==> src/rtl/vid_pkg.sv <==
// Package: shared types and constants of the SMBus VID slave.
// Assumes one byte is eight bits and the command field is the top three bits.
package vid_pkg;
    localparam int BYTE_W = 8;
    localparam int CMD_W  = 3;

    localparam logic [CMD_W-1:0] CMD_VID = 3'b001;
    localparam logic [CMD_W-1:0] CMD_PWR = 3'b010;

    typedef enum logic [2:0] {
        ST_IDLE,
        ST_ADDR,
        ST_CMD,
        ST_WLO,
        ST_WHI,
        ST_RLO,
        ST_RHI,
        ST_WAIT
    } smb_state_t;
endpackage

==> src/rtl/smb_line_mon.sv <==
// Module: watches the synchronized SCL/SDA lines and flags SCL edges,
// START and STOP as single-cycle strobes.
// Assumes both inputs are already synchronized to clk and idle high.
module smb_line_mon (
    input  logic clk,
    input  logic rst_n,
    input  logic scl_i,
    input  logic sda_i,
    output logic scl_rise_o,
    output logic scl_fall_o,
    output logic start_o,
    output logic stop_o
);
    logic scl_q;
    logic sda_q;

    // Keep the previous line levels for edge detection.
    always_ff @(posedge clk) begin
        if (!rst_n) begin
            scl_q <= 1'b1;
            sda_q <= 1'b1;
        end else begin
            scl_q <= scl_i;
            sda_q <= sda_i;
        end
    end

    // Decode edges and bus conditions from old and new levels.
    always_comb begin
        scl_rise_o = scl_i & ~scl_q;
        scl_fall_o = ~scl_i & scl_q;
        start_o    = scl_i & scl_q & sda_q & ~sda_i;
        stop_o     = scl_i & scl_q & ~sda_q & sda_i;
    end
endmodule

==> src/rtl/smb_word_fsm.sv <==
// Module: SMBus word-protocol engine. Matches the address, decodes the
// command, collects two data bytes, drives ACK and read data, and raises
// a commit strobe when a fully acknowledged word is closed by STOP or
// repeated START.
// Assumes the line monitor strobes and a register bank supplying read data.
module smb_word_fsm #(
    parameter logic [6:0] SLAVE_ADDR = 7'b1110001,
    parameter int         VID_W      = 5
) (
    input  logic             clk,
    input  logic             rst_n,
    input  logic             sda_i,
    input  logic             scl_rise_i,
    input  logic             scl_fall_i,
    input  logic             start_i,
    input  logic             stop_i,
    input  logic [VID_W-1:0] rd_vid0_i,
    input  logic [VID_W-1:0] rd_vid1_i,
    input  logic             rd_flag_i,
    output logic             sda_oe_o,
    output logic             commit_o,
    output logic [vid_pkg::CMD_W-1:0] cmd_o,
    output logic [VID_W-1:0] lo_o,
    output logic [VID_W-1:0] hi_o
);
    import vid_pkg::*;

    localparam int                CNT_W    = $clog2(BYTE_W + 1);
    localparam logic [CNT_W-1:0]  ACK_SLOT = CNT_W'(BYTE_W);
    localparam int                PAD_W    = BYTE_W - VID_W;

    smb_state_t         state;
    logic [CNT_W-1:0]   bit_cnt;
    logic [BYTE_W-1:0]  shreg;
    logic               word_ok;
    logic [BYTE_W-1:0]  tx_lo;
    logic [BYTE_W-1:0]  tx_hi;
    logic [BYTE_W-1:0]  tx_sh;
    logic               drive_nxt;

    // Build the read bytes from the command of the current transfer.
    always_comb begin
        tx_lo = '0;
        tx_hi = '0;
        if (cmd_o == CMD_VID) begin
            tx_lo = {rd_vid0_i, {PAD_W{1'b0}}};
            tx_hi = {rd_vid1_i, {PAD_W{1'b0}}};
        end else if (cmd_o == CMD_PWR) begin
            tx_lo = {rd_flag_i, {(BYTE_W-1){1'b0}}};
        end
        tx_sh = ((state == ST_RHI) ? tx_hi : tx_lo) << bit_cnt;
    end

    // Decide what SDA should do after the next SCL falling edge.
    always_comb begin
        unique case (state)
            ST_ADDR: drive_nxt = (bit_cnt == ACK_SLOT) && (shreg[BYTE_W-1:1] == SLAVE_ADDR);
            ST_CMD:  drive_nxt = (bit_cnt == ACK_SLOT) && !shreg[BYTE_W-1];
            ST_WLO,
            ST_WHI:  drive_nxt = (bit_cnt == ACK_SLOT);
            ST_RLO,
            ST_RHI:  drive_nxt = (bit_cnt != ACK_SLOT) && !tx_sh[BYTE_W-1];
            default: drive_nxt = 1'b0;
        endcase
    end

    // A staged word is committed at the bus condition that closes it.
    assign commit_o = word_ok & (start_i | stop_i);

    // Protocol sequencing: bit shifting, byte decisions and SDA drive.
    always_ff @(posedge clk) begin
        if (!rst_n) begin
            state    <= ST_IDLE;
            bit_cnt  <= '0;
            shreg    <= '0;
            word_ok  <= 1'b0;
            sda_oe_o <= 1'b0;
            cmd_o    <= CMD_VID;
            lo_o     <= '0;
            hi_o     <= '0;
        end else if (start_i) begin
            state    <= ST_ADDR;
            bit_cnt  <= '0;
            word_ok  <= 1'b0;
            sda_oe_o <= 1'b0;
        end else if (stop_i) begin
            state    <= ST_IDLE;
            bit_cnt  <= '0;
            word_ok  <= 1'b0;
            sda_oe_o <= 1'b0;
        end else if (scl_rise_i) begin
            if (state == ST_IDLE || state == ST_WAIT) begin
                bit_cnt <= '0;
            end else if (bit_cnt != ACK_SLOT) begin
                shreg   <= {shreg[BYTE_W-2:0], sda_i};
                bit_cnt <= bit_cnt + 1'b1;
            end else begin
                bit_cnt <= '0;
                unique case (state)
                    ST_ADDR: begin
                        if (shreg[BYTE_W-1:1] != SLAVE_ADDR) state <= ST_WAIT;
                        else if (shreg[0])                  state <= ST_RLO;
                        else                                state <= ST_CMD;
                    end
                    ST_CMD: begin
                        if (!shreg[BYTE_W-1]) begin
                            cmd_o <= shreg[BYTE_W-1 -: CMD_W];
                            state <= ST_WLO;
                        end else begin
                            state <= ST_WAIT;
                        end
                    end
                    ST_WLO: begin
                        lo_o  <= shreg[BYTE_W-1 -: VID_W];
                        state <= ST_WHI;
                    end
                    ST_WHI: begin
                        hi_o    <= shreg[BYTE_W-1 -: VID_W];
                        word_ok <= 1'b1;
                        state   <= ST_WAIT;
                    end
                    ST_RLO:  state <= sda_i ? ST_WAIT : ST_RHI;
                    default: state <= ST_WAIT;
                endcase
            end
        end else if (scl_fall_i) begin
            sda_oe_o <= drive_nxt;
        end
    end
endmodule

==> src/rtl/vid_reg_bank.sv <==
// Module: holds the two VID codes and the power flag, applies committed
// words by command code, raises the change pulse and selects the output.
// Assumes commit_i is a single-cycle strobe with stable cmd/data.
module vid_reg_bank #(
    parameter int VID_W = 5
) (
    input  logic                      clk,
    input  logic                      rst_n,
    input  logic                      commit_i,
    input  logic [vid_pkg::CMD_W-1:0] cmd_i,
    input  logic [VID_W-1:0]          lo_i,
    input  logic [VID_W-1:0]          hi_i,
    input  logic                      sel_i,
    output logic [VID_W-1:0]          vid0_o,
    output logic [VID_W-1:0]          vid1_o,
    output logic                      flag_o,
    output logic                      upd_o,
    output logic [VID_W-1:0]          vid_o
);
    import vid_pkg::*;

    logic vid_wr;
    logic pwr_wr;

    // Decode which register a committed word addresses.
    always_comb begin
        vid_wr = commit_i && (cmd_i == CMD_VID);
        pwr_wr = commit_i && (cmd_i == CMD_PWR);
    end

    // Update the VID codes and flag the change.
    always_ff @(posedge clk) begin
        if (!rst_n) begin
            vid0_o <= '1;
            vid1_o <= '1;
            upd_o  <= 1'b0;
        end else begin
            upd_o <= vid_wr && ((lo_i != vid0_o) || (hi_i != vid1_o));
            if (vid_wr) begin
                vid0_o <= lo_i;
                vid1_o <= hi_i;
            end
        end
    end

    // Update the power flag from the top data-low bit.
    always_ff @(posedge clk) begin
        if (!rst_n)      flag_o <= 1'b0;
        else if (pwr_wr) flag_o <= lo_i[VID_W-1];
    end

    // Route the selected code to the VID bus.
    assign vid_o = sel_i ? vid1_o : vid0_o;
endmodule

==> src/rtl/smbus_vid_slave.sv <==
// Module: top of the SMBus VID slave; wires the line monitor, the word
// engine and the register bank.
// Assumes synchronized SCL/SDA inputs and an external open-drain SDA pad.
module smbus_vid_slave #(
    parameter logic [6:0] SLAVE_ADDR = 7'b1110001,
    parameter int         VID_W      = 5
) (
    input  logic             clk,
    input  logic             rst_n,
    input  logic             scl_i,
    input  logic             sda_i,
    input  logic             vid_sel_i,
    output logic             sda_oe_o,
    output logic [VID_W-1:0] vid_o,
    output logic [VID_W-1:0] vid_reg0_o,
    output logic [VID_W-1:0] vid_reg1_o,
    output logic             pwr_on_o,
    output logic             upd_pulse_o
);
    import vid_pkg::*;

    logic             scl_rise;
    logic             scl_fall;
    logic             start_det;
    logic             stop_det;
    logic             commit;
    logic [CMD_W-1:0] cmd;
    logic [VID_W-1:0] lo_v;
    logic [VID_W-1:0] hi_v;

    smb_line_mon u_line (
        .clk        (clk),
        .rst_n      (rst_n),
        .scl_i      (scl_i),
        .sda_i      (sda_i),
        .scl_rise_o (scl_rise),
        .scl_fall_o (scl_fall),
        .start_o    (start_det),
        .stop_o     (stop_det)
    );

    smb_word_fsm #(
        .SLAVE_ADDR (SLAVE_ADDR),
        .VID_W      (VID_W)
    ) u_fsm (
        .clk        (clk),
        .rst_n      (rst_n),
        .sda_i      (sda_i),
        .scl_rise_i (scl_rise),
        .scl_fall_i (scl_fall),
        .start_i    (start_det),
        .stop_i     (stop_det),
        .rd_vid0_i  (vid_reg0_o),
        .rd_vid1_i  (vid_reg1_o),
        .rd_flag_i  (pwr_on_o),
        .sda_oe_o   (sda_oe_o),
        .commit_o   (commit),
        .cmd_o      (cmd),
        .lo_o       (lo_v),
        .hi_o       (hi_v)
    );

    vid_reg_bank #(
        .VID_W (VID_W)
    ) u_bank (
        .clk      (clk),
        .rst_n    (rst_n),
        .commit_i (commit),
        .cmd_i    (cmd),
        .lo_i     (lo_v),
        .hi_i     (hi_v),
        .sel_i    (vid_sel_i),
        .vid0_o   (vid_reg0_o),
        .vid1_o   (vid_reg1_o),
        .flag_o   (pwr_on_o),
        .upd_o    (upd_pulse_o),
        .vid_o    (vid_o)
    );
endmodule

==> config.mk <==
export PLATFORM = sky130hd
export DESIGN_NAME = smbus_vid_slave
export DESIGN_NICKNAME = d
export VERILOG_FILES = /design/src/rtl/vid_pkg.sv /design/src/rtl/smb_line_mon.sv /design/src/rtl/smb_word_fsm.sv /design/src/rtl/vid_reg_bank.sv /design/src/rtl/smbus_vid_slave.sv
export SDC_FILE = /design/constraint.sdc
export NUM_CORES = 1
export LEC_CHECK = 0
export ABC_AREA = 1
export CAP_MARGIN = 0
export CORE_ASPECT_RATIO = 1.4
export CORE_MARGIN = 2
export CORE_UTILIZATION = 45
export CTS_CLUSTER_DIAMETER = 80
export DETAILED_ROUTE_END_ITERATION = 16
export PLACE_DENSITY = 0.73
export SYNTH_ARGS = -nofsm -noshare
export SYNTH_HDL_FRONTEND = slang
export SYNTH_SLANG_ARGS = --single-unit
==> constraint.sdc <==
create_clock -name clk -period 1.6 [get_ports clk]
set_input_delay 0.24 -clock clk [delete_from_list [all_inputs] [get_ports clk]]
set_output_delay 0.24 -clock clk [all_outputs]
set_load 0.01 [all_outputs]
Yosys cells after proc, flatten, opt, wreduce, memory -nomap -nowiden

Cells that the tools add are included.

Flip-flop bits (word level): 43
Latch bits: 0
Memory bits (writable): 0
ROM bits: 0
Logic and storage cells: 95
Memories: 0

$add $sub $neg: 1
Multipliers: 0
Div/mod/pow operators: 0
Order comparisons: 0
Equal/unequal tests: 17
Shift operators: 1
Multiplexer cells: 18
Bitwise gates (word level): 20
Reductions and logical operators: 23

Operators by type and width:

| cell                                                   | number |
|---|---|
| 2-to-1 mux 8 bit                                       | 4 |
| == test 3 bit (second input constant)                  | 4 |
| case mux 3 bit (4 select lines)                        | 1 |
| AND reduction 6 bit                                    | 2 |
| NOT 1 bit                                              | 11 |
| inequality test 5 bit                                  | 2 |
| 2-to-1 mux 3 bit                                       | 3 |
| bitwise AND 1 bit                                      | 8 |
| 2-to-1 mux 4 bit                                       | 2 |
| left shift 8 x 4 -> 8 bit                              | 1 |
| == test 7 bit (second input constant)                  | 1 |
| inequality test 7 bit (second input constant)          | 1 |
| AND reduction 7 bit                                    | 1 |
| == test 3 x 2 -> 1 bit (second input constant)         | 2 |
| logical AND 1 bit                                      | 6 |
| 2-to-1 mux 1 bit                                       | 6 |
| inequality test 3 x 1 -> 1 bit (second input constant) | 2 |
| AND reduction 3 bit                                    | 2 |
| 2-to-1 mux 5 bit                                       | 1 |
| AND reduction 5 bit                                    | 1 |
| adder 4 x 1 -> 4 bit (second input constant)           | 1 |
| == test 4 bit (second input constant)                  | 1 |
| inequality test 4 bit (second input constant)          | 1 |
| case mux 1 bit (4 select lines)                        | 1 |
| 12 further kinds                                       | 15 |

Depth between registers and ports, before layout

Word-level depth: 8
Mapped depth: 12
Mapped depth without buffers: 11

Cells and area by module

From an unflattened synthesis, not the netlist that was laid out.

Cells, all modules: 329
Area total of the unflattened synthesis: 2272.2 um^2

Modules (own cells, without submodules):

| module       | instances | cells each | area an instance (um^2) |
|---|---|---|---|
| smb_word_fsm | 1         | 210        | 1476.4 |
| vid_reg_bank | 1         | 104        | 706.9 |
| smb_line_mon | 1         | 15         | 88.8 |

Worst setup path after synthesis

OpenSTA, ideal clock, no wires.

Path kind: flip-flop to flip-flop
From: register u_fsm.bit_cnt[0]
To: register u_fsm.lo_o[0]
Library setup time: 0.126 ns
Data arrival time: 1.398 ns
Data required time: 1.474 ns
Path slack: 0.076 ns
Cell stages (with the launch flop): 9
Path buffers: 1
Cells stage by stage: dfxtp_1 -> buf_2 -> inv_1 -> ha_1 -> nand3_1 -> inv_1 -> nand3_1 -> o21ai_0 -> a21oi_1

Longest elaborated chain between the ends: 3

Ends and longest elaborated chain:

| what                                 | RTL line            | source |
|---|---|---|
| from (decl)                          | smb_word_fsm.sv:33  | `logic [CNT_W-1:0] bit_cnt;` |
| from (signal assigned)               | smb_word_fsm.sv:96  | `bit_cnt <= bit_cnt + 1'b1;` |
| inequality test 4 bit                | smb_word_fsm.sv:94  | `end else if (bit_cnt != ACK_SLOT) begin` |
| NOT 1 bit (no source line)           | --                  |  |
| AND reduction 6 bit (no source line) | --                  |  |
| to (signal assigned)                 | smb_word_fsm.sv:114 | `lo_o <= shreg[BYTE_W-1 -: VID_W];` |
| to (decl)                            | smb_word_fsm.sv:23  | `output logic [VID_W-1:0] lo_o,` |

Every way passes these cells.
A chain may end at the register's enable or synchronous reset.

Final worst setup path

From: register u_bank.vid0_o[1]
To: output vid_reg0_o[1]

RTL lines:

| what                   | RTL line              | source |
|---|---|---|
| from (decl)            | vid_reg_bank.sv:14    | `output logic [VID_W-1:0] vid0_o,` |
| from (signal assigned) | vid_reg_bank.sv:40    | `vid0_o <= lo_i;` |
| to (decl)              | smbus_vid_slave.sv:15 | `output logic [VID_W-1:0] vid_reg0_o,` |

No word-level cell between the ends.

==> flow_summary.yaml <==
outcome:
  outcome: "completed"
critical_path:
  critPathMaxFanout: 4
  crit_chain: "buf_4 > clkdlybuf4s50_1"
  critPathLaunchType: "flop"
  cp_num_buf_inv: 2
  crit_path_end_kind: "primary output"
  cpPeakStageDelay_ns: 0.53
  crit_arrival_ns: 1.33
  crit_required_ns: 1.36
  worstSetupPathType: "reg2out"
  worst_path_max_delay_cell: "clkdlybuf4s50_1"
  path_delay_family: "buffers and inverters"
floorplan:
  boundaryPins: 23
  coreArea_um2: 4770
  die_x_um: 63.2
  die_y_um: 86.8
  initial_core_util_pct: 46.3
  die_area_um2: 5490
  rows: 30
timing:
  relSlewSlack_pct: 72.1
  fin_crit_ns: 1.57
  fin_crit_sh_pct: 98.4
  maxSlewViolCount: 0
  tightest_slew_ns: 0.415
  hold_viol: 0
  fmax_mhz: 635
  clock_skew_ns: 0.0102
  setup_viol: 0
final_layout:
  nNetsFinal: 351
  drive_above_1_share_pct: 24.3
  antennaDiodeCount: 0
  stdcell_area_um2: 2860
  syn_to_final_growth_pct: 29.5
yosys:
  syn_area_um2: 2210
  synth_ff_type: "dfxtp_1"
  synth.top_cells.by_area: "dfxtp_1, nand2_1, inv_1"
  synth-seq-cells: 43
  yosysTopAreaCellShare_pct: 39.0
  avgSynthCellArea_um2: 7.50
  ys_warn_count: 0
  synth-edff-count: 0
  yosys.area.top_type: "dfxtp_1"
  yosysMostFrequentCell: "nand2_1"
  synth_cell_type_count: 40
  syn_inst: 294
  synth_commonest_cells: "nand2_1, dfxtp_1, inv_1"
  ys_seq_area_share_pct: 39.0
  syn-num-nets: 301
  async_reset_ff_share_pct: 0
clock_tree:
  cts_buffers: 5
  cts_sinks: 43
  cts-root-buf: "clkbuf_8"
  clock_path_buffers: 2
  cts_tree: "built"
  post_cts_buffers: 0
  htreeDepth: 2
  clkTransAtPathRegs_ns: 0.09
  cts_hold_buf: 0
  clkLatencyLatePin_ns: 0.30
detailed_routing:
  wl_um: 5200
  viasPerCell: 5.10
  wl_per_cell_um: 12.7
  vias: 2086
  drtAntennaViolNets: 0
  detailedRoute.firstIterationViolations: 134
  drc: 0
  drtPass1Iterations: 4
place:
  gp_congestion: 0.821
  dp.final_hpwl_um: 4010
  portBuffers: 22
  place_area_um2: 2710
global_routing:
  antenna_found_initial: 0
  grt_pass1_vias: 1974
  grt_max_degree: 36
  grtUsageTotal_pct: 20.4
  grt_pass1_wl_um: 8840
  overflow: 0
power:
  power.density_nw_per_um2: 754
  peakVddDrop_mv: 0.571
  p_total_mw: 2.15
  power.leakage_nw: 1.28
job:
  maxCapViolCount: 0
min_path:
  hold_path_class: "reg2reg"
cells in the final DEF (no fill, tap or decap), types with 5 or more instances in the layout:
master,count
clkdlybuf4s50_1,15
nor2_1,27
nand2_1,47
buf_4,28
clkbuf_8,6
nand2_2,5
inv_1,35
dfxtp_1,35
inv_2,7
nand4_1,8
o21ai_0,20
a21oi_1,22
nand3_2,5
dfxtp_2,6
o21ai_1,5
nand3_1,12
dlygate4sd2_1,6
xor2_1,8
o211ai_1,6
cell families (layout without fill, tap and decap cells):
kind of cell,after synthesis,after routing,synth area share [%]
flops,43,43,39.0
compound gates,69,69,19.2
simple gates,119,119,27.6
fa+ha+maj,2,2,1.13
xor+xnor,8,8,3.18
buf+inv,53,104,9.81
layout make-up:
class                   instances  area [µm²]
repair buffers                 52         465
flip-flops and latches         43         876
well taps                      64        80.1
clock buffers                   6        82.6
fillers                       448        1910
inverters                      44         170
multi-input cells             198        1140
clock inverters                 2        38.8
where the power goes:
part / switching, mW / internal [mW]
combinational: 0.0914 / 0.0612
sequential: 0.0100 / 1.08
clock: 0.401 / 0.514
metal layers:
metal / vias to the layer above / track usage, % / routed length, µm
met4: 0 / 9.88 / 182
met3: 17 / 3.77 / 276
li1: 1071 / - / -
met2: 51 / 37.1 / 2680
met1: 947 / 22.9 / 2060
met5: - / 0 / 0
state kept, by name, summed over array words and instances (netlist names), 2 cells and up:
register,count
u_fsm.bit_cnt,4
u_fsm.hi_o,5
u_bank.vid1_o,5
u_fsm.lo_o,5
u_fsm.shreg,8
u_fsm.cmd_o,2
u_fsm.state,3
u_bank.vid0_o,5
timing repair:
item | in CTS | in global routing
pin swaps | 0 | 0
gates resized for setup | 11 | 11
cloned | 0 | 0
setup endpoints to repair | 7 | 29
final timing paths:
| path | cells after the start | slack [ns] | startpoint | to |
|---|---|---|---|---|
| worst max register to register | 8 | 0.15 | u_fsm.state[1] | u_fsm.state[1] |
| worst max-delay path | 2 | 0.03 | u_bank.vid0_o[1] | vid_reg0_o[1] |
| worst min-delay path | 2 | 0.47 | u_fsm.sda_oe_o | u_fsm.sda_oe_o |
| worst min register to register | 2 | 0.47 | u_fsm.sda_oe_o | u_fsm.sda_oe_o |
per-stage QoR:
stage / cells / hold slack [ns] / util [%] / worst slack (ns) / setup TNS (ns)
after floorplan: 294 / 0.349 / - / 0.0759 / 0
after global placement: 401 / 0.457 / 56.8 / -0.233 / -4.18
after detailed placement: 401 / 0.465 / 56.8 / -0.320 / -5.21
after CTS: 409 / 0.477 / 59.3 / 0.00100 / 0
after global routing: 409 / 0.502 / 59.9 / -0.0112 / -0.0112
final: 409 / 0.472 / 59.9 / 0.0251 / 0
worst reg2reg max path, stage by stage (launching register included):
cell,delay [ns]
dfxtp_2,0.44
nor2_1,0.08
o21ai_1,0.15
inv_2,0.07
nor2_4,0.11
nand2_4,0.09
buf_4,0.16
a21oi_1,0.18
a211oi_2,0.05
Note: power is estimated with default switching activity, not from simulation.
